## src/rtl/irqc_pkg.sv

```systemverilog
package irqc_pkg;

    localparam int BANK_W    = 32;
    localparam int BIT_IDX_W = 5;

    typedef enum logic [1:0] {
        REG_EVENT  = 2'd0,
        REG_ENABLE = 2'd1,
        REG_ACK    = 2'd2,
        REG_LEVEL  = 2'd3
    } reg_sel_e;

    typedef struct packed {
        logic              en_we;
        logic              ack_we;
        logic [BANK_W-1:0] wdata;
    } bank_cmd_t;

    typedef struct packed {
        logic [BANK_W-1:0] event_q;
        logic [BANK_W-1:0] enable_q;
        logic [BANK_W-1:0] level_q;
        logic [BANK_W-1:0] pending;
    } bank_view_t;

    function automatic logic [BIT_IDX_W-1:0] top_bit(input logic [BANK_W-1:0] v);
        logic [BIT_IDX_W-1:0] idx;
        idx = '0;
        for (int i = 0; i < BANK_W; i++) begin
            if (v[i]) idx = BIT_IDX_W'(i);
        end
        return idx;
    endfunction

endpackage

```

## src/rtl/irqc_sync.sv

```systemverilog
module irqc_sync #(
    parameter int W = 64
) (
    input  logic         clk,
    input  logic         rst,
    input  logic [W-1:0] d_i,
    output logic [W-1:0] q_o
);
    logic [W-1:0] meta_q;
    logic [W-1:0] stab_q;

    always_ff @(posedge clk) begin
        if (rst) begin
            meta_q <= '0;
            stab_q <= '0;
        end else begin
            meta_q <= d_i;
            stab_q <= meta_q;
        end
    end

    assign q_o = stab_q;
endmodule

```

## src/rtl/irqc_bank.sv

```systemverilog
module irqc_bank
    import irqc_pkg::*;
#(
    parameter logic [BANK_W-1:0] LMASK = 32'h0
) (
    input  logic              clk,
    input  logic              rst,
    input  logic [BANK_W-1:0] lvl_i,
    input  bank_cmd_t         cmd_i,
    output bank_view_t        view_o
);
    logic [BANK_W-1:0] prev_q;
    logic [BANK_W-1:0] event_q;
    logic [BANK_W-1:0] enable_q;
    logic [BANK_W-1:0] set_vec;
    logic [BANK_W-1:0] clr_vec;
    logic [BANK_W-1:0] event_d;

    // edge sources only, and only while enabled
    assign set_vec = lvl_i & ~prev_q & ~LMASK & enable_q;
    assign clr_vec = cmd_i.ack_we ? cmd_i.wdata : '0;
    assign event_d = (event_q & ~clr_vec) | set_vec;

    always_ff @(posedge clk) begin
        if (rst) begin
            prev_q   <= '0;
            event_q  <= '0;
            enable_q <= '0;
        end else begin
            prev_q  <= lvl_i;
            event_q <= event_d;
            if (cmd_i.en_we) enable_q <= cmd_i.wdata;
        end
    end

    assign view_o.event_q  = event_q;
    assign view_o.enable_q = enable_q;
    assign view_o.level_q  = lvl_i;
    assign view_o.pending  = (event_q | (lvl_i & LMASK)) & enable_q;

    // acknowledged bits are clear next cycle unless a new edge arrived
    a_r3_ack_clears: assert property (@(posedge clk) disable iff (rst)
        cmd_i.ack_we |=> ((event_q & $past(cmd_i.wdata) & ~$past(set_vec)) == '0));

    // enable reads back what was written
    a_r7_enable_readback: assert property (@(posedge clk) disable iff (rst)
        cmd_i.en_we |=> (enable_q == $past(cmd_i.wdata)));

    // an event bit only rises after a new input edge seen while enabled
    a_r4_no_event_without_edge: assert property (@(posedge clk) disable iff (rst)
        1'b1 |=> ((event_q & ~$past(event_q) &
                   ~($past(lvl_i) & ~$past(prev_q) & $past(enable_q))) == '0));

    // level-sensitive sources never hold a latched event
    a_r6_level_no_event: assert property (@(posedge clk) disable iff (rst)
        ((event_q & LMASK) == '0));
endmodule

```

## src/rtl/irqc_top.sv

```systemverilog
module irqc_top
    import irqc_pkg::*;
#(
    parameter int                          NUM_BANKS  = 2,
    parameter int                          ADDR_W     = 8,
    parameter logic [NUM_BANKS*BANK_W-1:0] LEVEL_MASK = 64'h0000_0000_1FF0_0000
) (
    input  logic                               clk,
    input  logic                               rst,
    input  logic [NUM_BANKS*BANK_W-1:0]        src_in,
    input  logic                               bus_valid,
    input  logic                               bus_write,
    input  logic [ADDR_W-1:0]                  bus_addr,
    input  logic [BANK_W-1:0]                  bus_wdata,
    output logic [BANK_W-1:0]                  bus_rdata,
    output logic                               cpu_irq,
    output logic                               top_valid,
    output logic [$clog2(NUM_BANKS*BANK_W)-1:0] top_id
);
    localparam int NSRC = NUM_BANKS * BANK_W;
    localparam int ID_W = $clog2(NSRC);
    localparam int BF_W = ADDR_W - 4;

    logic [NSRC-1:0]      lvl_sync;
    bank_view_t           views    [NUM_BANKS];
    logic [NUM_BANKS-1:0] bank_hit;
    logic [NUM_BANKS-1:0] ev_en;
    reg_sel_e             reg_sel;
    logic                 aligned;
    logic                 any_hit;
    logic [BANK_W-1:0]    rd_d;
    logic                 top_valid_c;
    logic [ID_W-1:0]      top_id_c;

    irqc_sync #(.W(NSRC)) u_sync (
        .clk (clk),
        .rst (rst),
        .d_i (src_in),
        .q_o (lvl_sync)
    );

    assign reg_sel = reg_sel_e'(bus_addr[3:2]);
    assign aligned = (bus_addr[1:0] == 2'b00);

    for (genvar b = 0; b < NUM_BANKS; b++) begin : g_bank
        bank_cmd_t cmd;

        // banks are placed at descending addresses
        assign bank_hit[b] = bus_valid && aligned &&
                             (bus_addr[ADDR_W-1:4] == BF_W'(NUM_BANKS - b));
        assign cmd.en_we   = bank_hit[b] && bus_write && (reg_sel == REG_ENABLE);
        assign cmd.ack_we  = bank_hit[b] && bus_write && (reg_sel == REG_ACK);
        assign cmd.wdata   = bus_wdata;
        assign ev_en[b]    = |(views[b].event_q & views[b].enable_q);

        irqc_bank #(.LMASK(LEVEL_MASK[b*BANK_W +: BANK_W])) u_bank (
            .clk    (clk),
            .rst    (rst),
            .lvl_i  (lvl_sync[b*BANK_W +: BANK_W]),
            .cmd_i  (cmd),
            .view_o (views[b])
        );
    end

    always_comb begin
        rd_d    = '0;
        any_hit = 1'b0;
        for (int b = 0; b < NUM_BANKS; b++) begin
            if (bank_hit[b]) begin
                any_hit = 1'b1;
                unique case (reg_sel)
                    REG_EVENT:  rd_d = views[b].event_q;
                    REG_ENABLE: rd_d = views[b].enable_q;
                    REG_ACK:    rd_d = '0;
                    REG_LEVEL:  rd_d = views[b].level_q;
                endcase
            end
        end
    end

    always_comb begin
        top_valid_c = 1'b0;
        top_id_c    = '0;
        for (int b = 0; b < NUM_BANKS; b++) begin
            if (|views[b].pending) begin
                top_valid_c = 1'b1;
                top_id_c    = ID_W'(b * BANK_W) | ID_W'(top_bit(views[b].pending));
            end
        end
    end

    always_ff @(posedge clk) begin
        if (rst) begin
            bus_rdata <= '0;
            cpu_irq   <= 1'b0;
        end else begin
            if (bus_valid && !bus_write) bus_rdata <= rd_d;
            cpu_irq <= top_valid_c;
        end
    end

    assign top_valid = top_valid_c;
    assign top_id    = top_id_c;

    // unmapped or misaligned reads return zero
    a_r10_unmapped_zero: assert property (@(posedge clk) disable iff (rst)
        (bus_valid && !bus_write && !any_hit) |=> (bus_rdata == '0));

    // an enabled latched event in any bank raises cpu_irq next cycle
    a_r8_event_raises_irq: assert property (@(posedge clk) disable iff (rst)
        (|ev_en) |=> cpu_irq);

    // selected source is pending in its bank
    a_r9_top_is_pending: assert property (@(posedge clk) disable iff (rst)
        top_valid |-> views[top_id[ID_W-1:5]].pending[top_id[4:0]]);
endmodule

```

## config.mk

```make
export PLATFORM = sky130hd
export DESIGN_NAME = irqc_top
export DESIGN_NICKNAME = d
export VERILOG_FILES = /design/src/rtl/irqc_pkg.sv /design/src/rtl/irqc_sync.sv /design/src/rtl/irqc_bank.sv /design/src/rtl/irqc_top.sv
export SDC_FILE = /design/constraint.sdc
export NUM_CORES = 1
export LEC_CHECK = 0
export BUFFER_PORTS_ARGS = -buffer_cell sky130_fd_sc_hd__clkbuf_2
export CAP_MARGIN = 5
export CORE_ASPECT_RATIO = 0.75
export CORE_MARGIN = 2
export CORE_UTILIZATION = 33
export CTS_BUF_LIST = sky130_fd_sc_hd__clkbuf_16
export DETAILED_ROUTE_END_ITERATION = 8
export HOLD_SLACK_MARGIN = 0.05
export PLACE_DENSITY = 0.62
export REMOVE_ABC_BUFFERS = 1
export SLEW_MARGIN = 20
export SYNTH_ARGS = -nofsm -noshare
export SYNTH_HDL_FRONTEND = slang
export SYNTH_SLANG_ARGS = --single-unit
```

## constraint.sdc

```tcl
create_clock -name clk -period 1.8 [get_ports clk]
set_clock_uncertainty 0.2 [all_clocks]
set_input_delay 0.18 -clock clk [delete_from_list [all_inputs] [get_ports clk]]
set_output_delay 0.18 -clock clk [all_outputs]
set_load 0.05 [all_outputs]
```

==> metrics.csv <==
stage;metric;value;unit
outcome;run_status;finished with violations;
outcome;failed_checks;negative setup slack;
placement;hpwlAfterDp;29500;um
synthesis;cell_variety_after_synth;46;
clock_tree;cts_sinks;344;
die;core_area;0.0397;mm2
die;row_count;63;
final_layout;final_nets;2075;
route;topRoutingLayerUsed;met5;
synthesis;ys_seq_elements;344;
timing;rsz0062_at_grt;yes;
worst_setup_path;timing.setup.critical_path_class;flop to output port;
final_layout;final_design_area_no_fill;0.0194;mm2
synthesis;synth_area_leader_cell;sky130_fd_sc_hd__dfxtp_1;
grt;grt.total_usage;0.201;
clock_tree;clk_path_buf_depth;3;
clock_tree;cts.htree.levels;2;
pwr;post-layout-total-power;16600;uW
clock_tree;clk_latency;0.53;ns
clock_tree;cts_inserted_buffers;37;
grt;pin_count_of_the_biggest_net_entering_global_routing;73;
timing;slew_violations;0;
route;drc;0;
route;met3_wirelength;2950;um
pwr;vdd.ir_drop.worst;0.689;mV
synthesis;netlist.area_leader.share;0.516;
synthesis;synth_area;0.0133;mm2
route;detail_route.wl_per_cell;17.0;um
timing;fmaxAchievable;0.340;GHz
final_layout;final_layout_size_suffix_gt1_frac;0.286;
synthesis;synth.yosys.seq_area_share;0.516;
pwr;comb_power_share;0.077;
final_layout;utilization_of_the_core_after_routing;0.489;
worst_setup_path;worstRegToRegCells;7;
flow_run;max_cap_viol_count;0;
die;initial_core_util;0.336;
clock_tree;cts_tree;built;
grt;first_pass_grt_wire_length;67000;um
clock_tree;clk_pin_slew;0.06;ns
synthesis;yosys_warnings;0;
placement;place_area;0.0166;mm2
timing;timing.slew.headroom;0.697;
die;die_w;236;um
synthesis;synth.area.top_cells;sky130_fd_sc_hd__dfxtp_1, sky130_fd_sc_hd__nor2b_1, sky130_fd_sc_hd__nand2_1;
worst_setup_path;setup.worst_path.start;g_bank[1].u_bank.enable_q[9];
synthesis;postSynth.topFlopCell;sky130_fd_sc_hd__dfxtp_1;
timing;whs;0.139;ns
worst_setup_path;cp_launch_type;flop;
pwr;internal_power;12700;uW
final_layout;areaGrowthSynthToFinish;45.6;%
route;detail_route.wirelength;42600;um
pwr;swShare;0.231;
route;via_per_inst;4.98;
timing;finalCritPeriodShare;1.64;
grt;antenna_violations_before_repair;1;
synthesis;synthesized_area_per_cell;8.97;um2
timing;setup_slack;-1.14;ns
pwr;p_per_area;853;mW/mm2
synthesis;synthArstFlopShare;0;
pwr;leakagePower;0.00789;uW
grt;grt_remaining_overflow;0;
final_layout;final_cells;2508;
placement;port_buffers;147;
min_path;worstHoldPathCells;6;
route;ant_nets;0;
placement;place_congestion;0.876;
pwr;switching_power;3830;uW
min_path;min_delay_worst_type;input pin to flop;
min_path;worst_hold_startpoint;bus_valid;
final_layout;antenna_cells;0;
worst_setup_path;critical_path_required;1.42;ns
worst_setup_path;critical_path.max_fanout;3;
die;floorplan.die_area;0.0421;mm2
grt;first_global_vias;12200;
route;drt_first_pass_iters;5;
route;num_vias;12500;
die;io_pins;148;
die;die-height;178;um
clock_tree;cts_root_buf;sky130_fd_sc_hd__clkbuf_16;
placement;place.detailed.instances;2303;
synthesis;postSynthCellCount;1487;
pwr;power.share.clock;0.445;
route;met2_wirelength;18500;um
pwr;seqPwrFrac;0.478;
worst_setup_path;cp_data_arrival_time;2.56;ns
timing;worst_slew_pin_slew;0.455;ns
timing;finalHoldViolCount;0;
timing;setup_viol;8;
worst_setup_path;worst_r2r_startpoint;g_bank[0].u_bank.event_q[3];
synthesis;number_of_synthesized_flops_with_an_enable_pin;0;
route;drt-initial-drc-count;998;
worst_setup_path;timing.critical_path.to_type;output port;
route;wire_length_the_detailed_router_placed_on_met1;20300;um
timing;period_needed;2.94;ns
[per-layer routing]
| layer | up-vias | global-route usage |
|---|---|---|
| met2 | 420 | 0.310 |
| met1 | 5929 | 0.286 |
| li1 | 6090 | - |
| met4 | 2 | 0.0588 |
| met3 | 59 | 0.0382 |
| met5 | - | 0 |
[worst max-delay path, stage by stage, from the launching register on]
cell	delay (ns)
sky130_fd_sc_hd__dfxtp_1	0.33
sky130_fd_sc_hd__buf_4	0.15
sky130_fd_sc_hd__a222oi_1	0.39
sky130_fd_sc_hd__nand3_1	0.13
sky130_fd_sc_hd__and3_1	0.19
sky130_fd_sc_hd__o21ai_1	0.13
sky130_fd_sc_hd__a21oi_1	0.14
sky130_fd_sc_hd__a311o_1	0.40
sky130_fd_sc_hd__buf_12	0.17
[timing repair]
item / CTS / global route
hold endpoints to repair: 294 / 0
gates cloned: 0 / 1
pin swaps: 9 / 15
buffers inserted: 6 / 5
gates resized for setup: 43 / 39
hold buffers: 139 / 0
endpoints found under the setup margin: 8 / 29
[synthesized netlist by cell type (all sizes together) (2+ instances only)]
cell / n
a21boi: 4
a21oi: 103
a221oi: 2
a22o: 6
a22oi: 85
a31oi: 4
a32o: 3
a32oi: 38
and2: 3
and3: 4
and4: 2
buf: 34
clkbuf: 60
dfxtp: 344
inv: 35
mux2: 64
nand2: 248
nand2b: 12
nand3: 7
nand4: 6
nand4bb: 2
nor2: 120
nor2b: 186
nor3: 5
o211ai: 5
o21ai: 56
o221ai: 32
or3: 3
[logic make-up after synthesis]
group	share of synthesized area
muxes	0.0540
DFF	0.516
AOI/OAI and AO/OA	0.175
and+or+nand+nor	0.216
buffers and inverters	0.0389
[cell usage in the layout, fill, tap and decap left out, types with 3 or more instances in the layout]
cell / Yosys / final
sky130_fd_sc_hd__inv_1: 35 / 38
sky130_fd_sc_hd__nand2_1: 248 / 245
sky130_fd_sc_hd__a22o_1: 6 / 6
sky130_fd_sc_hd__a32oi_1: 38 / 38
sky130_fd_sc_hd__nor2_2: 1 / 4
sky130_fd_sc_hd__buf_12: 0 / 24
sky130_fd_sc_hd__a21boi_0: 4 / 3
sky130_fd_sc_hd__a32o_1: 3 / 3
sky130_fd_sc_hd__dfxtp_2: 0 / 9
sky130_fd_sc_hd__o21ai_2: 0 / 4
sky130_fd_sc_hd__a21oi_1: 103 / 102
sky130_fd_sc_hd__nand3_1: 7 / 6
sky130_fd_sc_hd__clkinv_4: 0 / 3
sky130_fd_sc_hd__nor2_1: 119 / 115
sky130_fd_sc_hd__o211ai_1: 5 / 5
sky130_fd_sc_hd__buf_4: 0 / 223
sky130_fd_sc_hd__o21ai_0: 56 / 40
sky130_fd_sc_hd__o21ai_1: 0 / 10
sky130_fd_sc_hd__nor3_4: 0 / 4
sky130_fd_sc_hd__dlygate4sd3_1: 0 / 139
sky130_fd_sc_hd__clkinv_1: 0 / 6
sky130_fd_sc_hd__clkinv_2: 0 / 6
sky130_fd_sc_hd__a22oi_1: 83 / 72
sky130_fd_sc_hd__clkbuf_16: 0 / 39
sky130_fd_sc_hd__clkbuf_2: 0 / 138
sky130_fd_sc_hd__nand2b_1: 12 / 10
sky130_fd_sc_hd__and3_1: 4 / 4
sky130_fd_sc_hd__dfxtp_1: 344 / 335
sky130_fd_sc_hd__a31oi_1: 4 / 3
sky130_fd_sc_hd__bufinv_16: 0 / 4
sky130_fd_sc_hd__buf_6: 0 / 4
sky130_fd_sc_hd__o221ai_1: 32 / 32
sky130_fd_sc_hd__and2_1: 3 / 3
sky130_fd_sc_hd__nand4_1: 6 / 6
sky130_fd_sc_hd__nor2b_1: 186 / 185
sky130_fd_sc_hd__a22oi_2: 2 / 13
sky130_fd_sc_hd__mux2_2: 64 / 64
[sequential cells by signal, summed over array words and instances (netlist names)]
signal,cells
g_bank.u_bank.prev_q,55
u_sync.meta_q,64
bus_rdata,32
u_sync.q_o,64
g_bank.u_bank.enable_q,64
g_bank.u_bank.event_q,64
cpu_irq,1
[power by group through the flow]
stage	Sequential, uW	Clock (uW)	Combinational, uW
3_3_place_gp	8080	0	1010
3_5_place_dp	8080	0	1020
5_1_grt	7940	7890	1380
6_report	7920	7370	1280
2_1_floorplan	8190	0	288
4_1_cts	7920	7540	1260
[per-stage QoR]
| stage | setup TNS (ns) | worst slack, ns |
|---|---|---|
| finish | -6.56 | -1.14 |
| CTS | -6.85 | -1.15 |
| global route | -7.13 | -1.18 |
| global placement | -35.96 | -0.778 |
| floorplan | -206.39 | -1.42 |
| detailed placement | -49.76 | -0.785 |
[cell type report]
class,instances,area [um2]
Inverter,35,131
Clock inverter,23,218
Tap cell,520,651
Multi-Input combinational cell,1014,6180
Fill cell,3780,20300
Timing Repair Buffer,535,4420
Clock buffer,37,926
Sequential cell,344,6900
[worst paths after layout]
| path | end | slack, ns |
|---|---|---|
| max | top_id[0] | -1.14 |
| min | bus_rdata[12] | 0.14 |
| max reg2reg | cpu_irq | -0.32 |
| min reg2reg | u_sync.q_o[24] | 0.23 |
No activity file was read; power rests on OpenSTA's default activity.
